### config.mk
export PLATFORM = sky130hd
export DESIGN_NAME = flash_cmd_ctrl
export DESIGN_NICKNAME = d
export VERILOG_FILES = /design/src/rtl/flash_cmd_pkg.sv /design/src/rtl/flash_bus_capture.sv /design/src/rtl/flash_seq_fsm.sv /design/src/rtl/flash_status_bits.sv /design/src/rtl/flash_read_mux.sv /design/src/rtl/flash_cmd_ctrl.sv
export SDC_FILE = /design/constraint.sdc
export NUM_CORES = 1
export LEC_CHECK = 0
export BUFFER_PORTS_ARGS = -buffer_cell sky130_fd_sc_hd__buf_2
export CAP_MARGIN = 15
export CELL_PAD_IN_SITES_DETAIL_PLACEMENT = 0
export CELL_PAD_IN_SITES_GLOBAL_PLACEMENT = 1
export CORE_ASPECT_RATIO = 1.25
export CORE_MARGIN = 5
export CORE_UTILIZATION = 38
export DETAILED_ROUTE_END_ITERATION = 8
export PLACE_DENSITY_LB_ADDON = 0.1
export SYNTH_ARGS = -nofsm -noshare
export SYNTH_HDL_FRONTEND = slang
export SYNTH_SLANG_ARGS = --single-unit
### constraint.sdc
create_clock -name clk -period 2.4 [get_ports clk]
set_input_delay 0.48 -clock clk [delete_from_list [all_inputs] [get_ports clk]]
set_output_delay 0.48 -clock clk [all_outputs]
set_load 0.005 [all_outputs]
### src/rtl/flash_cmd_pkg.sv
// Shared command codes, mode and state types, and status bit positions
// for the flash command sequencer. Assumes an 8-bit command on the low byte.
package flash_cmd_pkg;

    localparam int CMD_W = 8;

    localparam logic [CMD_W-1:0] CMD_READ_ARRAY  = 8'hFF;
    localparam logic [CMD_W-1:0] CMD_IDENT       = 8'h90;
    localparam logic [CMD_W-1:0] CMD_READ_STAT   = 8'h70;
    localparam logic [CMD_W-1:0] CMD_CLR_STAT    = 8'h50;
    localparam logic [CMD_W-1:0] CMD_ERASE_SETUP = 8'h20;
    localparam logic [CMD_W-1:0] CMD_CONFIRM     = 8'hD0;
    localparam logic [CMD_W-1:0] CMD_PROG_SETUP1 = 8'h40;
    localparam logic [CMD_W-1:0] CMD_PROG_SETUP2 = 8'h10;
    localparam logic [CMD_W-1:0] CMD_SUSPEND     = 8'hB0;

    typedef enum logic [1:0] {
        RM_ARRAY  = 2'd0,
        RM_IDENT  = 2'd1,
        RM_STATUS = 2'd2
    } rmode_e;

    typedef enum logic [1:0] {
        ST_IDLE        = 2'd0,
        ST_PROG_ARMED  = 2'd1,
        ST_ERASE_ARMED = 2'd2,
        ST_SUSPENDED   = 2'd3
    } seq_e;

    localparam int STAT_READY      = 7;
    localparam int STAT_SUSP       = 6;
    localparam int STAT_ERASE_FAIL = 5;
    localparam int STAT_PROG_FAIL  = 4;
    localparam int STAT_SEQ_ERR    = 3;
    localparam int ERR_BITS        = 3;

endpackage

### src/rtl/flash_bus_capture.sv
// Bus write capture: registers address and data on every clock while a
// write strobe is active. It raises commit for one cycle when the strobe
// ends, that is when either chip enable or write enable rises first.
// Assumes the strobes are already synchronous to clk.
module flash_bus_capture #(
    parameter int ADDR_W = 20,
    parameter int DATA_W = 16
) (
    input  logic              clk,
    input  logic              rst_n,
    input  logic              ce_n,
    input  logic              we_n,
    input  logic              oe_n,
    input  logic [ADDR_W-1:0] addr,
    input  logic [DATA_W-1:0] dq_in,
    output logic              commit,
    output logic [ADDR_W-1:0] cap_addr,
    output logic [DATA_W-1:0] cap_data
);

    logic wr_act;
    logic wr_act_q;

    // Write strobe is valid only with output enable high.
    always_comb wr_act = !ce_n && !we_n && oe_n;

    // Track the strobe and hold the last address/data seen during it.
    always_ff @(posedge clk) begin
        if (!rst_n) begin
            wr_act_q <= 1'b0;
            cap_addr <= '0;
            cap_data <= '0;
        end else begin
            wr_act_q <= wr_act;
            if (wr_act) begin
                cap_addr <= addr;
                cap_data <= dq_in;
            end
        end
    end

    // Falling edge of the active condition ends the bus write.
    always_comb commit = wr_act_q && !wr_act;

endmodule

### src/rtl/flash_seq_fsm.sv
// Command sequencer: decodes committed codes and tracks the two-step
// program and erase sequences and erase suspend. It selects the read mode
// and issues one-cycle engine pulses. Assumes the engine raises busy the
// cycle after a start pulse and drops it while suspended.
module flash_seq_fsm
    import flash_cmd_pkg::*;
#(
    parameter int ADDR_W = 20,
    parameter int DATA_W = 16
) (
    input  logic              clk,
    input  logic              rst_n,
    input  logic              commit,
    input  logic [ADDR_W-1:0] cap_addr,
    input  logic [DATA_W-1:0] cap_data,
    input  logic              eng_busy,
    input  logic              eng_done,
    output rmode_e            rmode,
    output logic              suspended,
    output logic              erasing,
    output logic              prog_start,
    output logic              erase_start,
    output logic              suspend_req,
    output logic              resume_req,
    output logic [ADDR_W-1:0] op_addr,
    output logic [DATA_W-1:0] op_data,
    output logic              set_seq_err,
    output logic              clr_err
);

    seq_e             state, state_n;
    rmode_e           rmode_n;
    logic             prog_go, erase_go, susp_go, res_go;
    logic [CMD_W-1:0] cmd;

    // Command code is the low byte only.
    always_comb cmd = cap_data[CMD_W-1:0];

    // Next-state and action decode for one committed bus write.
    always_comb begin
        state_n     = state;
        rmode_n     = rmode;
        prog_go     = 1'b0;
        erase_go    = 1'b0;
        susp_go     = 1'b0;
        res_go      = 1'b0;
        set_seq_err = 1'b0;
        clr_err     = 1'b0;
        if (commit) begin
            case (state)
                ST_PROG_ARMED: begin
                    prog_go = 1'b1;
                    state_n = ST_IDLE;
                    rmode_n = RM_STATUS;
                end
                ST_ERASE_ARMED: begin
                    state_n = ST_IDLE;
                    rmode_n = RM_STATUS;
                    if (cmd == CMD_CONFIRM) erase_go = 1'b1;
                    else                    set_seq_err = 1'b1;
                end
                ST_SUSPENDED: begin
                    case (cmd)
                        CMD_READ_STAT:  rmode_n = RM_STATUS;
                        CMD_READ_ARRAY: rmode_n = RM_ARRAY;
                        CMD_CONFIRM: begin
                            res_go  = 1'b1;
                            state_n = ST_IDLE;
                            rmode_n = RM_STATUS;
                        end
                        default: ;
                    endcase
                end
                default: begin
                    if (eng_busy) begin
                        case (cmd)
                            CMD_READ_ARRAY: rmode_n = RM_ARRAY;
                            CMD_READ_STAT:  rmode_n = RM_STATUS;
                            CMD_SUSPEND: begin
                                if (erasing) begin
                                    susp_go = 1'b1;
                                    state_n = ST_SUSPENDED;
                                end else begin
                                    set_seq_err = 1'b1;
                                    rmode_n     = RM_STATUS;
                                end
                            end
                            default: begin
                                set_seq_err = 1'b1;
                                rmode_n     = RM_STATUS;
                            end
                        endcase
                    end else begin
                        case (cmd)
                            CMD_READ_ARRAY: rmode_n = RM_ARRAY;
                            CMD_IDENT:      rmode_n = RM_IDENT;
                            CMD_READ_STAT:  rmode_n = RM_STATUS;
                            CMD_CLR_STAT:   clr_err = 1'b1;
                            CMD_SUSPEND:    ;
                            CMD_ERASE_SETUP: begin
                                state_n = ST_ERASE_ARMED;
                                rmode_n = RM_STATUS;
                            end
                            CMD_PROG_SETUP1, CMD_PROG_SETUP2: begin
                                state_n = ST_PROG_ARMED;
                                rmode_n = RM_STATUS;
                            end
                            default: begin
                                set_seq_err = 1'b1;
                                rmode_n     = RM_STATUS;
                            end
                        endcase
                    end
                end
            endcase
        end
    end

    // State, read mode and registered engine pulses.
    always_ff @(posedge clk) begin
        if (!rst_n) begin
            state       <= ST_IDLE;
            rmode       <= RM_ARRAY;
            prog_start  <= 1'b0;
            erase_start <= 1'b0;
            suspend_req <= 1'b0;
            resume_req  <= 1'b0;
            op_addr     <= '0;
            op_data     <= '0;
        end else begin
            state       <= state_n;
            rmode       <= rmode_n;
            prog_start  <= prog_go;
            erase_start <= erase_go;
            suspend_req <= susp_go;
            resume_req  <= res_go;
            if (prog_go || erase_go) begin
                op_addr <= cap_addr;
                op_data <= cap_data;
            end
        end
    end

    // Remembers that the running operation is an erase.
    always_ff @(posedge clk) begin
        if (!rst_n)        erasing <= 1'b0;
        else if (erase_go) erasing <= 1'b1;
        else if (eng_done) erasing <= 1'b0;
    end

    always_comb suspended = (state == ST_SUSPENDED);

endmodule

### src/rtl/flash_status_bits.sv
// Status byte: holds the sticky error bits, which only a clear command
// resets, and combines them with ready and suspend. Assumes eng_err is
// meaningful only while eng_done is high.
module flash_status_bits
    import flash_cmd_pkg::*;
(
    input  logic       clk,
    input  logic       rst_n,
    input  logic       eng_busy,
    input  logic       eng_done,
    input  logic       eng_err,
    input  logic       erasing,
    input  logic       suspended,
    input  logic       set_seq_err,
    input  logic       clr_err,
    output logic [7:0] status
);

    // err_q[0] sequence, err_q[1] program failure, err_q[2] erase failure
    logic [ERR_BITS-1:0] err_q, err_n;

    // Apply clear first, then any new error event.
    always_comb begin
        err_n = clr_err ? '0 : err_q;
        if (set_seq_err) err_n[0] = 1'b1;
        if (eng_done && eng_err) begin
            if (erasing) err_n[2] = 1'b1;
            else         err_n[1] = 1'b1;
        end
    end

    // Sticky error register.
    always_ff @(posedge clk) begin
        if (!rst_n) err_q <= '0;
        else        err_q <= err_n;
    end

    // Assemble the byte seen by a status read.
    always_comb begin
        status                  = '0;
        status[STAT_READY]      = !eng_busy;
        status[STAT_SUSP]       = suspended;
        status[STAT_ERASE_FAIL] = err_q[2];
        status[STAT_PROG_FAIL]  = err_q[1];
        status[STAT_SEQ_ERR]    = err_q[0];
    end

endmodule

### src/rtl/flash_read_mux.sv
// Read path: picks array data, an identifier word or the status byte.
// A busy engine forces status. Assumes identifier selection uses address bit 0.
module flash_read_mux
    import flash_cmd_pkg::*;
#(
    parameter int              DATA_W = 16,
    parameter logic [DATA_W-1:0] MFR_ID = 16'h00A7,
    parameter logic [DATA_W-1:0] DEV_ID = 16'h3C5B
) (
    input  rmode_e            rmode,
    input  logic              eng_busy,
    input  logic [7:0]        status,
    input  logic              addr_lsb,
    input  logic [DATA_W-1:0] array_rdata,
    output logic [DATA_W-1:0] rd_data
);

    // Select the read source.
    always_comb begin
        if (eng_busy || rmode == RM_STATUS) begin
            rd_data      = '0;
            rd_data[7:0] = status;
        end else if (rmode == RM_IDENT) begin
            rd_data = addr_lsb ? DEV_ID : MFR_ID;
        end else begin
            rd_data = array_rdata;
        end
    end

endmodule

### src/rtl/flash_cmd_ctrl.sv
// Top of the flash command interface: bus capture, sequencer, status
// byte and read mux. Assumes a strobe bus synchronous to clk and an
// engine that answers start pulses with a busy/done handshake.
module flash_cmd_ctrl
    import flash_cmd_pkg::*;
#(
    parameter int                ADDR_W = 20,
    parameter int                DATA_W = 16,
    parameter logic [DATA_W-1:0] MFR_ID = 16'h00A7,
    parameter logic [DATA_W-1:0] DEV_ID = 16'h3C5B
) (
    input  logic              clk,
    input  logic              rst_n,
    input  logic              ce_n,
    input  logic              we_n,
    input  logic              oe_n,
    input  logic [ADDR_W-1:0] addr,
    input  logic [DATA_W-1:0] dq_in,
    input  logic [DATA_W-1:0] array_rdata,
    input  logic              eng_busy,
    input  logic              eng_done,
    input  logic              eng_err,
    output logic [DATA_W-1:0] rd_data,
    output logic              prog_start,
    output logic              erase_start,
    output logic              suspend_req,
    output logic              resume_req,
    output logic [ADDR_W-1:0] op_addr,
    output logic [DATA_W-1:0] op_data
);

    logic              commit;
    logic [ADDR_W-1:0] cap_addr;
    logic [DATA_W-1:0] cap_data;
    rmode_e            rmode;
    logic              suspended;
    logic              erasing;
    logic              set_seq_err;
    logic              clr_err;
    logic [7:0]        status_byte;

    flash_bus_capture #(.ADDR_W(ADDR_W), .DATA_W(DATA_W)) cap_i (
        .clk      (clk),
        .rst_n    (rst_n),
        .ce_n     (ce_n),
        .we_n     (we_n),
        .oe_n     (oe_n),
        .addr     (addr),
        .dq_in    (dq_in),
        .commit   (commit),
        .cap_addr (cap_addr),
        .cap_data (cap_data)
    );

    flash_seq_fsm #(.ADDR_W(ADDR_W), .DATA_W(DATA_W)) fsm_i (
        .clk         (clk),
        .rst_n       (rst_n),
        .commit      (commit),
        .cap_addr    (cap_addr),
        .cap_data    (cap_data),
        .eng_busy    (eng_busy),
        .eng_done    (eng_done),
        .rmode       (rmode),
        .suspended   (suspended),
        .erasing     (erasing),
        .prog_start  (prog_start),
        .erase_start (erase_start),
        .suspend_req (suspend_req),
        .resume_req  (resume_req),
        .op_addr     (op_addr),
        .op_data     (op_data),
        .set_seq_err (set_seq_err),
        .clr_err     (clr_err)
    );

    flash_status_bits stat_i (
        .clk         (clk),
        .rst_n       (rst_n),
        .eng_busy    (eng_busy),
        .eng_done    (eng_done),
        .eng_err     (eng_err),
        .erasing     (erasing),
        .suspended   (suspended),
        .set_seq_err (set_seq_err),
        .clr_err     (clr_err),
        .status      (status_byte)
    );

    flash_read_mux #(.DATA_W(DATA_W), .MFR_ID(MFR_ID), .DEV_ID(DEV_ID)) mux_i (
        .rmode       (rmode),
        .eng_busy    (eng_busy),
        .status      (status_byte),
        .addr_lsb    (addr[0]),
        .array_rdata (array_rdata),
        .rd_data     (rd_data)
    );

endmodule

==> impl.org <==
** Logic synthesis
- Number of enable flip-flop cells after synthesis :: 0
- The mapped netlist covers 4010 um^2.
- Averaged over all synthesized cells, the footprint is 8.82 um^2.
- Number of synthesis warnings :: 0
- Primary FF master, synth :: dfxtp_1
- Number of nets in the synthesized netlist :: 520
- Distinct cell type count after synthesis :: 49
- Summing the sequential cell areas from Yosys gives 42.4% of the chip area.
- Proportion of register bits with asynchronous set or reset after synthesis :: 0%
- In this run, synthesis produced a sequential element count of 85.
- In the synthesized netlist, the number of instances is 455.

** Placed design
- # port buffers :: 115
- Placed cell areas :: 4650 um^2
- Placed Instances :: 680
- Post-detailed-placement half-perimeter wirelength :: 7000 um
- Final weighted congestion in routability-driven placement :: 0.815

** Route
- Routed wire length :: 9840 um
- Using the TritonRoute via totals, the vias-per-cell ratio works out to 4.85.
- In the routed design, unresolved DRC markers number 0.
- In this run the remaining antenna-violating nets after routing total 0.
- First-pass iteration count of the detailed router :: 4
- Avg WL per Cell :: 14.1 um
- The final route contains 3379 vias.
- DR iter-0 viols :: 121

** Clocking
- Sinks on Clock Net :: 85
- Root Buffer Master :: clkbuf_16
- TritonCTS built the clock tree.
- Clock transition at the registers of the reported paths :: 0.06 ns
- CTS buffer count :: 9
- Max clock buf depth :: 2
- Hold buffers post-CTS :: 0
- CTS built an H-tree with a depth of 3.
- Clock insertion delay at the later pin of the skew report :: 0.33 ns
- Number of post-CTS setup repair buffers :: 0
- # resized after CTS :: 0

** Setup path
- Max FO, Critical Path :: 11
- The setup path with the least slack is of type reg -> out.
- STA puts the critical path data required time at 1.92 ns.
- CP Launch Type :: register
- Data arrives at the worst endpoint at 1.59 ns.
- Crit path capture type :: primary output

** Global routing
- Global-route wire length before repair :: 15800 um
- Via count of the first global-routing pass :: 3296
- The number of antenna violations at the first check in global routing was 0.
- Across every metal layer, demand over resource in global routing totals 15.6%.
- Entering global routing, the biggest net connects 61 pins.
- Summed over all layers, the global routing overflow is 0.

** Timing
- Final setup violation count :: 0
- Worst-case headroom to the max-slew limit :: 67.9%
- Timing-limited maximum frequency :: 484 MHz
- Setup repair after global routing left no endpoint under its margin.
- Worst clock skew :: 0.00564 ns
- Final-layout setup total negative slack :: 0 ns
- For the finished layout, the period the worst path requires is 2.07 ns.
- Pin slew with the least headroom to its limit :: 0.482 ns
- Final count of pins violating max slew :: 0
- Final period util :: 86.2%
- The total count of hold-check failures in the final report was 0.

** Power
- Standby leakage power :: 1.99 nW
- Power Dens Cells :: 652 nW/um^2
- VDD sags by at most 0.323 mV.
- Total design power :: 3.25 mW

** Final layout
- N_diodes :: 0
- From synthesis to final layout, the design area changed by 24.3%.
- The finished cells cover 4990 um^2.
- Final core utilization :: 47.7%
- In the final design database the tool counted 624 nets.
- The count of cells in the finished layout, fillers not included, comes to 696.
- Fraction of final layout cells sized beyond drive strength 1 :: 26.8%

** Floorplanning
- For this design the top-level I/O count stands at 116.
- Once the floorplan was initialized, standard cells occupied 38.4% of the core.
- The die covers 12700 um^2.
- The die is 125 um tall.
- Core Region :: 10500 um^2
- Number of rows created at floorplan :: 42
- Horizontal die dimension :: 102 um

** Worst hold path
- Class of the worst hold path :: in -> reg

** Run status
- Outcome :: completed

** Job
- Number of max-cap violations :: 0
worst paths after layout:
check                                        start            endpoint  slack (ns)  depth (start not counted)
worst max-delay path                fsm_i.rmode[0]         rd_data[14]        0.33                          5
worst min-delay path                       addr[4]   cap_i.cap_addr[4]        0.39                          3
worst max register to register   cap_i.cap_data[0]      fsm_i.rmode[0]        0.39                          5
worst min register to register  cap_i.cap_addr[17]  cap_i.cap_addr[17]        0.46                          2
flip-flops by register name (all words and copies together), names as in the netlist, 2 cells and up:
register and flops:
cap_i.cap_addr 20, fsm_i.op_addr 20, cap_i.cap_data 16, fsm_i.op_data 16, stat_i.err_q 3, fsm_i.rmode 2
fsm_i.state 2
stage by stage:
stage	setup WS, ns	hold slack, ns
after floorplan	0.503	0.443
after detailed placement	0.392	0.456
after CTS	0.296	0.379
final	0.332	0.390
after global routing	0.158	0.387
after global placement	0.415	0.451
placed cells by master (no fill, tap or decap), drive strengths merged, types with 2 or more instances in the layout:
master | Yosys | layout
and3 | 3 | 3
inv | 10 | 10
clkinv | 0 | 4
bufinv | 0 | 3
a21oi | 21 | 21
o21ai | 8 | 8
nand2b | 6 | 6
and2 | 10 | 10
or3 | 2 | 2
dfxtp | 85 | 85
nand3 | 5 | 5
nand2 | 89 | 89
nand4 | 2 | 2
nor3b | 2 | 2
o21a | 5 | 5
o211ai | 2 | 2
nor2 | 21 | 21
a21boi | 36 | 36
xor2 | 2 | 2
o41ai | 2 | 2
mux2i | 41 | 41
ha | 5 | 5
o22ai | 4 | 4
nor3 | 6 | 6
buf | 8 | 124
a31o | 2 | 2
nor2b | 39 | 39
clkbuf | 23 | 9
logic make-up (layout without fill, tap and decap cells):
group,after synthesis,in the layout,share of synthesized area (%)
flip-flops,85,85,42.4
AND/OR/NAND/NOR,192,192,23.8
buffers and inverters,41,150,5.64
adder cells (fa/ha/maj),5,5,1.56
AO/OA/AOI/OAI,88,88,15.5
XOR/XNOR,3,3,0.655
multiplexers,41,41,10.5
cells in the mapped netlist, types with 2 or more instances:
library cell,number,area [um^2]
ha_1,5,62.6
and3_1,3,18.8
nand3_1,5,25.0
a21boi_0,36,270
and2_1,10,62.6
o41ai_1,2,17.5
xor2_1,2,17.5
nor2_1,21,78.8
nor2b_1,39,244
a21oi_1,21,105
o21a_1,4,30.0
o211ai_1,2,15.0
or3_1,2,12.5
nor3b_1,2,15.0
clkbuf_1,23,86.3
dfxtp_1,85,1700
nor3_1,4,20.0
inv_1,8,30.0
o21ai_0,7,35.0
o22ai_1,4,25.0
nor3_2,2,20.0
buf_2,3,15.0
nand4_1,2,12.5
a31o_1,2,17.5
nand2b_1,6,37.5
buf_12,4,80.1
nand2_1,89,334
inv_2,2,7.51
mux2i_1,40,400
worst max-delay path, stage by stage, from the launching register on:
cell and delay [ns]:
dfxtp_1 0.48, and2_1 0.31, nor2_1 0.06, nor2_1 0.15, and2_1 0.15, buf_2 0.10
final cells by class:
cell class                 count  area [um^2]
clock buffer                   9          225
clock inverter                 7          114
fill                        1027         5470
inverter                      10         37.5
multi-input combinational    329         2090
sequential                    85         1700
tap                          132          165
timing repair buffer         124          656
power by group:
group | switching [mW] | internal (mW) | leakage, nW
registers | 0.0199 | 1.43 | 0.687
clock network | 0.545 | 1.01 | 0.169
logic | 0.122 | 0.120 | 1.14
total | 0.687 | 2.57 | 1.99
per-layer routing:
metal	track usage, %	share of wire, %	vias up
li1	-	-	1740
met1	18.1	41	1538
met2	26.9	51	84
met3	3.53	5.3	17
met4	6.80	2.5	0
met5	0	0	-
No activity file was read; power rests on OpenSTA's default activity.
